[config.mk]
export PLATFORM = sky130hd
export DESIGN_NAME = line_fill_packer
export DESIGN_NICKNAME = d
export VERILOG_FILES = /design/src/rtl/lfp_pkg.sv /design/src/rtl/lfp_beat_packer.sv /design/src/rtl/lfp_line_buffer.sv /design/src/rtl/line_fill_packer.sv
export SDC_FILE = /design/constraint.sdc
export NUM_CORES = 1
export LEC_CHECK = 0
export ABC_AREA = 1
export CAP_MARGIN = 5
export CORE_MARGIN = 5
export CORE_UTILIZATION = 35
export DETAILED_ROUTE_END_ITERATION = 8
export HOLD_SLACK_MARGIN = 0.08
export PLACE_DENSITY_LB_ADDON = 0.08
export SKIP_LAST_GASP = 1
export SLEW_MARGIN = 20
export SYNTH_ARGS = -nofsm -noshare
export SYNTH_HDL_FRONTEND = slang
export SYNTH_SLANG_ARGS = --single-unit
[constraint.sdc]
create_clock -name clk -period 4.9 [get_ports clk]
set_clock_uncertainty 0.1 [all_clocks]
set_input_delay 1.47 -clock clk [delete_from_list [all_inputs] [get_ports clk]]
set_output_delay 1.47 -clock clk [all_outputs]
set_load 0.05 [all_outputs]
[src/rtl/lfp_pkg.sv]
package lfp_pkg;

    localparam int WORD_W = 32;

    typedef enum logic [1:0] {
        PW8  = 2'b00,
        PW16 = 2'b01,
        PW32 = 2'b10
    } port_w_e;

    typedef enum logic [1:0] {
        ST_IDLE,
        ST_FILL,
        ST_DRAIN
    } lfp_state_e;

    typedef struct packed {
        logic    quad;
        port_w_e width;
        logic    burst;
    } lfp_req_t;

    // index of the final beat inside one word for a given port width
    function automatic logic [1:0] last_beat(port_w_e w);
        case (w)
            PW8:     return 2'd3;
            PW16:    return 2'd1;
            default: return 2'd0;
        endcase
    endfunction

    // place one beat into its little-endian lane of the partial word
    function automatic logic [WORD_W-1:0] merge_beat(logic [WORD_W-1:0] acc,
                                                     logic [WORD_W-1:0] beat,
                                                     port_w_e w,
                                                     logic [1:0] idx);
        logic [WORD_W-1:0] r;
        r = acc;
        case (w)
            PW8:     r[{idx, 3'b000} +: 8]    = beat[7:0];
            PW16:    r[{idx[0], 4'b0000} +: 16] = beat[15:0];
            default: r = beat;
        endcase
        return r;
    endfunction

endpackage

[src/rtl/lfp_beat_packer.sv]
module lfp_beat_packer
    import lfp_pkg::*;
(
    input  logic              clk,
    input  logic              rst,
    input  logic              clear,
    input  logic              accept,
    input  port_w_e           width,
    input  logic [WORD_W-1:0] beat,
    output logic              word_done,
    output logic [WORD_W-1:0] word
);

    logic [WORD_W-1:0] acc;
    logic [1:0]        cnt;

    assign word      = merge_beat(acc, beat, width, cnt);
    assign word_done = accept && (cnt == last_beat(width));

    always_ff @(posedge clk) begin
        if (rst || clear) begin
            acc <= '0;
            cnt <= '0;
        end else if (accept) begin
            if (word_done) begin
                acc <= '0;
                cnt <= '0;
            end else begin
                acc <= word;
                cnt <= cnt + 2'd1;
            end
        end
    end

endmodule

[src/rtl/lfp_line_buffer.sv]
module lfp_line_buffer
    import lfp_pkg::*;
#(
    parameter int DEPTH = 4,
    parameter int PTR_W = 2
) (
    input  logic              clk,
    input  logic              wr_en,
    input  logic [PTR_W-1:0]  wr_idx,
    input  logic [WORD_W-1:0] wr_data,
    input  logic [PTR_W-1:0]  rd_idx,
    output logic [WORD_W-1:0] rd_data
);

    logic [WORD_W-1:0] mem [DEPTH];

    for (genvar i = 0; i < DEPTH; i++) begin : g_entry
        always_ff @(posedge clk) begin
            if (wr_en && (wr_idx == PTR_W'(i))) begin
                mem[i] <= wr_data;
            end
        end
    end

    assign rd_data = mem[rd_idx];

endmodule

[src/rtl/line_fill_packer.sv]
module line_fill_packer
    import lfp_pkg::*;
#(
    parameter int LINE_WORDS = 4
) (
    input  logic        clk,
    input  logic        rst,
    input  logic        req_valid,
    input  logic        req_quad,
    input  logic [1:0]  req_width,
    input  logic        req_burst,
    output logic        busy,
    input  logic        ext_ack,
    input  logic [31:0] ext_data,
    output logic        out_valid,
    output logic [31:0] out_data,
    output logic        out_last,
    output logic        done
);

    localparam int PTR_W = (LINE_WORDS > 1) ? $clog2(LINE_WORDS) : 1;
    localparam logic [PTR_W-1:0] LAST_IDX = PTR_W'(LINE_WORDS - 1);

    lfp_state_e        st;
    lfp_req_t          cur;
    logic              streaming;
    logic [PTR_W-1:0]  wr_idx;
    logic [PTR_W-1:0]  rd_idx;
    logic              sgl_valid_q;
    logic [WORD_W-1:0] sgl_data_q;
    logic              done_q;

    logic              accept;
    logic              word_done;
    logic [WORD_W-1:0] word;
    logic [WORD_W-1:0] line_rd;

    assign accept = (st == ST_FILL) && (ext_ack || streaming);

    lfp_beat_packer u_pack (
        .clk       (clk),
        .rst       (rst),
        .clear     (st == ST_IDLE),
        .accept    (accept),
        .width     (cur.width),
        .beat      (ext_data),
        .word_done (word_done),
        .word      (word)
    );

    lfp_line_buffer #(
        .DEPTH (LINE_WORDS),
        .PTR_W (PTR_W)
    ) u_line (
        .clk     (clk),
        .wr_en   (word_done && cur.quad),
        .wr_idx  (wr_idx),
        .wr_data (word),
        .rd_idx  (rd_idx),
        .rd_data (line_rd)
    );

    always_ff @(posedge clk) begin
        if (rst) begin
            st          <= ST_IDLE;
            cur         <= '{quad: 1'b0, width: PW32, burst: 1'b0};
            streaming   <= 1'b0;
            wr_idx      <= '0;
            rd_idx      <= '0;
            sgl_valid_q <= 1'b0;
            sgl_data_q  <= '0;
            done_q      <= 1'b0;
        end else begin
            sgl_valid_q <= 1'b0;
            done_q      <= 1'b0;
            case (st)
                ST_IDLE: begin
                    if (req_valid) begin
                        cur       <= '{quad: req_quad, width: port_w_e'(req_width), burst: req_burst};
                        st        <= ST_FILL;
                        wr_idx    <= '0;
                        streaming <= 1'b0;
                    end
                end
                ST_FILL: begin
                    if (accept && cur.quad && cur.burst) begin
                        streaming <= 1'b1;
                    end
                    if (word_done) begin
                        if (!cur.quad) begin
                            sgl_valid_q <= 1'b1;
                            sgl_data_q  <= word;
                            done_q      <= 1'b1;
                            streaming   <= 1'b0;
                            st          <= ST_IDLE;
                        end else if (wr_idx == LAST_IDX) begin
                            done_q    <= 1'b1;
                            rd_idx    <= '0;
                            streaming <= 1'b0;
                            st        <= ST_DRAIN;
                        end else begin
                            wr_idx <= wr_idx + 1'b1;
                        end
                    end
                end
                ST_DRAIN: begin
                    rd_idx <= rd_idx + 1'b1;
                    if (rd_idx == LAST_IDX) begin
                        st <= ST_IDLE;
                    end
                end
                default: st <= ST_IDLE;
            endcase
        end
    end

    assign busy      = (st != ST_IDLE);
    assign out_valid = sgl_valid_q || (st == ST_DRAIN);
    assign out_data  = (st == ST_DRAIN) ? line_rd : sgl_data_q;
    assign out_last  = sgl_valid_q || ((st == ST_DRAIN) && (rd_idx == LAST_IDX));
    assign done      = done_q;

endmodule

**Word-level counts from Yosys, hierarchy flattened**

Memories as Yosys holds them, arrays and structs flattened. A register that Yosys moved wholly into a read port is not among the register bits.
Index checks and enable logic that the tools add are counted.

- Add/sub/neg operators: 5
- Multipliers: 0
- Div/mod/pow operators: 0
- $lt $le $gt $ge: 0
- Equality and inequality tests: 15
- Shift-type cells: 4
- Mux-type cells: 50
- Bitwise logic cells: 3
- Reductions and logical operators: 30

Operator list:

| cell | count |
|---|---|
| two-way mux 32 bit | 5 |
| OR reduction 32 bit | 3 |
| bitwise mux 32 bit | 2 |
| one-hot mux 32 bit (2 select lines) | 1 |
| two-way mux 2 bit | 18 |
| variable shift 16 x 7 -> 32 bit, first input constant | 1 |
| variable shift 8 x 7 -> 32 bit, first input constant | 1 |
| indexed part select 16 x 7 -> 32 bit | 1 |
| indexed part select 8 x 7 -> 32 bit | 1 |
| two-way mux 1 bit | 19 |
| negator 5 -> 7 bit | 2 |
| one-hot mux 2 bit (2 select lines) | 3 |
| logical AND 1 bit | 10 |
| inequality test 2 bit, second input constant | 5 |
| equality test 2 bit, second input constant | 4 |
| AND reduction 4 bit | 2 |
| adder 2 x 1 -> 2 bit, second input constant | 3 |
| equality test 2 x 1 -> 1 bit, second input constant | 3 |
| logical NOT 2 bit | 3 |
| one-hot mux 2 bit (3 select lines) | 1 |
| nonzero test 2 bit | 3 |
| AND reduction 5 bit | 1 |
| logical OR 1 bit | 4 |
| AND reduction 2 bit | 2 |
| 7 further kinds | 9 |

- Flip-flop bits (word level): 79
- Bits in latches: 0
- Bits in writable memories: 128
- ROM bits: 0
- Bits of input ports: 40
- Output and inout bits: 36
- Logic and storage cells: 120
- Memories kept: 1

Memories:

| memory | words | width | rd ports | clocked after Yosys merged registers in | write ports | RTL line | RTL |
|---|---|---|---|---|---|---|---|
| u_line.mem | 4 | 32 | 1 | 1 | 1 | lfp_line_buffer.sv:15 | `logic [WORD_W-1:0] mem [DEPTH];` |

**Logic depth before layout (Yosys ltp)**

- Word-level depth: 12
- Mapped depth: 11
- Depth with buffers taken out: 9

**Cells and area by module**

A second synthesis with hierarchy kept.

- Cells, all modules: 1378
- Area, all modules: 10400.0 sq um

By module, submodules not included:

| module | times used | cells each | area each (sq um) | sequential area each (sq um) |
|---|---|---|---|---|
| lfp_line_buffer | 1 | 509 | 5437.7 | 3843.7 |
| lfp_beat_packer | 1 | 536 | 2824.0 | 680.7 |
| line_fill_packer | 1 | 333 | 2138.3 | 900.9 |

**Least setup slack after synthesis**

OpenSTA, ideal clock, no wires.

- Path type: input-to-reg
- Start point: input port ext_ack
- End point: memory u_line.mem[0][0], enable pin
- Setup time: 0.421 ns
- Arrival time: 3.474 ns
- Required time: 4.379 ns
- Setup slack: 0.905 ns
- Stages on the path: 8
- Path buffers: 0
- Path through: inv_1 > nand2_1 > nand2_4 > nor2_8 > nand2_4 > nor2_1 > inv_1 > nor2_1

- Longest elaborated chain between the ends: 11
- Elaborated cells on any way between the ends: 25
- Those cells by class: 14 x mux; 11 x reduce/logical

RTL lines:

| item | RTL line | RTL |
|---|---|---|
| start: declaration | line_fill_packer.sv:13 | `input logic ext_ack,` |
| logical OR 1 bit (*) | line_fill_packer.sv:38 | `assign accept = (st == ST_FILL) && (ext_ack \|\| streaming);` |
| logical AND 1 bit (*) | line_fill_packer.sv:38 |  |
| logical AND 1 bit (*) | lfp_beat_packer.sv:18 | `assign word_done = accept && (cnt == last_beat(width));` |
| logical AND 1 bit (*) | line_fill_packer.sv:56 | `.wr_en (word_done && cur.quad),` |
| logical AND 1 bit | lfp_line_buffer.sv:19 | `if (wr_en && (wr_idx == PTR_W'(i))) begin` |
| two-way mux 1 bit | lfp_line_buffer.sv:19 |  |
| two-way mux 1 bit (implied by the code) | lfp_line_buffer.sv:20 | `mem[i] <= wr_data;` |
| OR reduction 32 bit (no line) | -- |  |
| two-way mux 2 bit (no line) / two-way mux 1 bit (equally long branches) (3 in series) | -- |  |
| end: declaration | lfp_line_buffer.sv:15 |  |

Mark *: on every way between the ends. The rest lies on a longest branch, timed or not.

**Worst setup path after layout**

- Start point: register st[1]
- End point: output port out_last

- Longest elaborated chain between the ends: 3

RTL lines:

| item | RTL line | RTL |
|---|---|---|
| start: declaration | line_fill_packer.sv:24 | `lfp_state_e st;` |
| start signal: assignment | line_fill_packer.sv:65 | `st <= ST_IDLE;` |
| start signal: assignment | line_fill_packer.sv:80 | `st <= ST_FILL;` |
| start signal: assignment | line_fill_packer.sv:95 | `st <= ST_IDLE;` |
| equality test 2 bit | line_fill_packer.sv:120 | `assign out_last = sgl_valid_q \|\| ((st == ST_DRAIN) && (rd_idx == LAST_IDX));` |
| logical AND 1 bit | line_fill_packer.sv:120 |  |
| logical OR 1 bit | line_fill_packer.sv:120 |  |
| end: declaration | line_fill_packer.sv:17 | `output logic out_last,` |

No other way between the ends.

==> run summary <==
==================================================================================================
Most numerous cell on the critical path                                               sky130_fd_sc_hd__inv_1
Post-synthesis register bit count                                                              209
Library cells used by synthesis                                                                 30
Leading area contributor after synthesis                                              sky130_fd_sc_hd__edfxtp_1
Total overflow reported by the global router                                                     0
CTS tree                                                                                       yes
Final RePlAce weighted congestion                                                            0.826
Clock buffer depth                                                                               3
Diode count                                                                                      0
Synthesized netlist net count                                                                 1135
Worst setup startpoint                                                                st[1]$_SDFFE_PP0P_
Peak Freq                                                                                  233 MHz
Total via count after detailed routing                                                        7657
Syn Area/Cell                                                                             8.78 µm²
Hold_ws                                                                                   0.368 ns
Total power                                                                                4400 µW
Input/output buffers                                                                            75
Number of cells on the worst reg-to-reg path                                                     8
Initial antenna violation count                                                                  1
Final-report hold violation count                                                                0
Crit-path slowest cell                                                                sky130_fd_sc_hd__clkdlybuf4s50_1
Status                                                                                finished, final reports clean
Die X                                                                                       175 µm
Yosys top cell area share                                                                    0.404
Routed Antenna Nets                                                                              0
Unrepaired setup endpoints after global routing                                              false
Worst slew margin relative to its limit                                                      0.439
Power Density                                                                           374 mW/mm²
Crit path capture type                                                                primary output
Buffer count from post-CTS setup fixing                                                          0
Via count of the first global-routing pass                                                    7252
Slew of the pin with the lowest slew margin                                               0.839 ns
Register cell area after layout                                                        0.00547 mm²
Maximum number of pins on one net before global-route repair                                    65
Overall routed net length                                                                 27600 µm
Internal power                                                                             3380 µW
TritonCTS sink count                                                                           209
Clock root buffer master                                                              sky130_fd_sc_hd__clkbuf_16
Global-route wire length before repair                                                    43100 µm
Hold crit path type                                                                        reg2reg
Cell breakdown of the critical path                                                   inv_1 -> nor2_4 -> inv_1 -> o21ai_0 -> clkdlybuf4s50_1
Largest stage delay, worst path                                                            0.83 ns
Area of the multi-input gates                                                          0.00354 mm²
Cts-stage hold buffer count                                                                      0
Leakage                                                                                 0.00419 µW
Number of max-cap violations                                                                     0
Most used flip-flop cell after synthesis                                              sky130_fd_sc_hd__edfxtp_1
Area growth from synthesis to layout                                                         23.6%
Number of CTS-inserted buffers                                                                  25
Warning count from the yosys run                                                                 0
Max IR drop VDD                                                                         0.000238 V
Die Area                                                                                0.0306 mm²
H-tree levels                                                                                    1
Dominant cell by count in the synthesized netlist                                     sky130_fd_sc_hd__nor2_1
Drt wl/cell                                                                                18.4 µm
Hold Path End                                                                         streaming$_SDFFE_PP0P_
Worst Path Max Fanout                                                                           22
Count of routing violations after the opening detailed-route iteration                         640
Dominant cells by area after synthesis                                                sky130_fd_sc_hd__edfxtp_1 40%, sky130_fd_sc_hd__dfxtp_1 17%, sky130_fd_sc_hd__nor2_1 9.4%
Gate count of the mapped netlist                                                              1085
Placement row count                                                                             60
Number of enable flip-flop cells after synthesis                                               128
Half-perimeter wire length after placement                                                18300 µm
Part of the total power dissipated in combinational logic                                    0.099
Number of filler cells placed in the layout                                                   2647
Number of iterations in the first detailed-routing pass                                          5
I/O pins                                                                                        76
Clock transition time at the flip-flop clock pins of the worst setup and hold paths        0.06 ns
Share of the yosys chip area belonging to registers                                          0.574
Max Transition Viols Final                                                                       0
Startpoint of the worst hold path                                                     streaming$_SDFFE_PP0P_
Net count reported at finish                                                                  1189
Critical R2R Capture                                                                  u_line.mem[2][28]$_DFFE_PP_
Most frequent cells after synthesis                                                   239 x sky130_fd_sc_hd__nor2_1, 216 x sky130_fd_sc_hd__nand2_1, 128 x sky130_fd_sc_hd__edfxtp_1
Setup TNS after final layout                                                                  0 ns
Number of remaining DRC errors                                                                   0
Worst EP required                                                                          3.33 ns
Vias per cell                                                                                 5.11
Effective utilization at floorplan                                                           0.354
Overall global routing resource usage                                                        0.178
Worst-skew pair later-pin latency                                                          0.51 ns
Arrival time worst endpoint                                                                2.72 ns
Proportion of power drawn by flip-flops and latches                                          0.437
Worst reg-to-reg setup slack                                                               1.89 ns
Clock power share                                                                            0.464
Number of cells on the worst hold path                                                           2
Post-route minimum period                                                                  4.29 ns
Post-synthesis async set-or-reset flop share                                                     0
Fraction of layout cells with a size suffix above 1                                         0.0977
Area of the mapped netlist                                                             0.00952 mm²
Final setup violating endpoints                                                                  0
Die outline height                                                                          175 µm
Fraction of the cycle the final worst path needs                                             0.876
Origin of the critical flop-to-flop path                                              cur[1]$_SDFFE_PP0P_
Switching share of total power                                                               0.232
CP Launch Type                                                                            register
Core area                                                                               0.0269 mm²
Net switching power                                                                        1020 µW
Post-cts repair resize count                                                                     0
Crit Path Class                                                                            reg2out
==================================================================================================
## final cells by class
type,instances,share of cell area
tap,341,0.0362
sequential,209,0.464
clock inverter,11,0.0177
timing repair buffer,91,0.104
clock buffer,34,0.0602
inverter,50,0.0166
multi-input combinational,762,0.301
## registers in the layout (all words and copies together) (netlist names), named ones only
| register | flops |
|---|---|
| cur | 4 |
| sgl_data_q | 32 |
| u_pack.cnt | 2 |
| u_pack.acc | 32 |
| wr_idx | 2 |
| streaming | 1 |
| st | 2 |
| rd_idx | 2 |
| done | 1 |
| sgl_valid_q | 1 |
| u_line.mem | 128 |
## power by group through the flow
stage / logic, µW / registers (µW) / clock network, µW
floorplan: 247 / 1950 / 0
global placement: 438 / 1960 / 0
detailed placement: 436 / 1960 / 0
CTS: 437 / 1920 / 2090
global route: 469 / 1930 / 2160
finish: 434 / 1920 / 2040
## cell usage in the layout (no fill, tap or decap), drive strengths merged, types with 8 or more instances in the layout
cell	count
nor2	243
nand2	223
edfxtp	128
o21ai	127
dfxtp	81
a21oi	61
inv	49
buf	48
clkdlybuf4s50	43
clkbuf	34
a31oi	32
nand3	29
o22ai	16
ha	10
nand4	9
a22oi	8
## through the flow
step / cell area, µm² / worst slack (ns) / instances / utilization
floorplan: 9520 / 0.905 / 1085 / -
global placement: 10900 / 0.843 / 1453 / 0.404
detailed placement: 10900 / 0.847 / 1453 / 0.404
CTS: 11800 / 0.567 / 1498 / 0.438
global route: 11800 / 0.422 / 1498 / 0.438
finish: 11800 / 0.605 / 1498 / 0.438
## cell families after synthesis
family / after synthesis / share of synthesized area
adders and majority gates: 10 / 0.0131
DFF: 209 / 0.574
buffers and inverters: 114 / 0.0575
and+or+nand+nor: 505 / 0.215
AOI/OAI and AO/OA: 247 / 0.140
## metal layers
metal | GRT usage | part of all wire
met3 | 0.0255 | 0.060
met2 | 0.268 | 0.43
met5 | 0 | 0
met4 | 0.0507 | 0.025
met1 | 0.266 | 0.48
## worst max-delay path: cells and delay by family (launching register included)
family / cells / cell delay, ns
AOI/OAI and AO/OA: 1 / 0.18
buffers and inverters: 3 / 1.14
DFF: 1 / 0.44
and+or+nand+nor: 1 / 0.45
## worst max-delay path by stage
stage | slack [ns] | cells past startpoint | end
floorplan | 0.91 | 8 | u_line.mem[0][0]$_DFFE_PP_
global placement | 0.84 | 10 | u_line.mem[2][15]$_DFFE_PP_
detailed placement | 0.85 | 10 | u_line.mem[2][15]$_DFFE_PP_
CTS | 0.57 | 5 | out_last
global route | 0.42 | 5 | out_last
finish | 0.61 | 5 | out_last
Power figures use the tool's default switching activity.
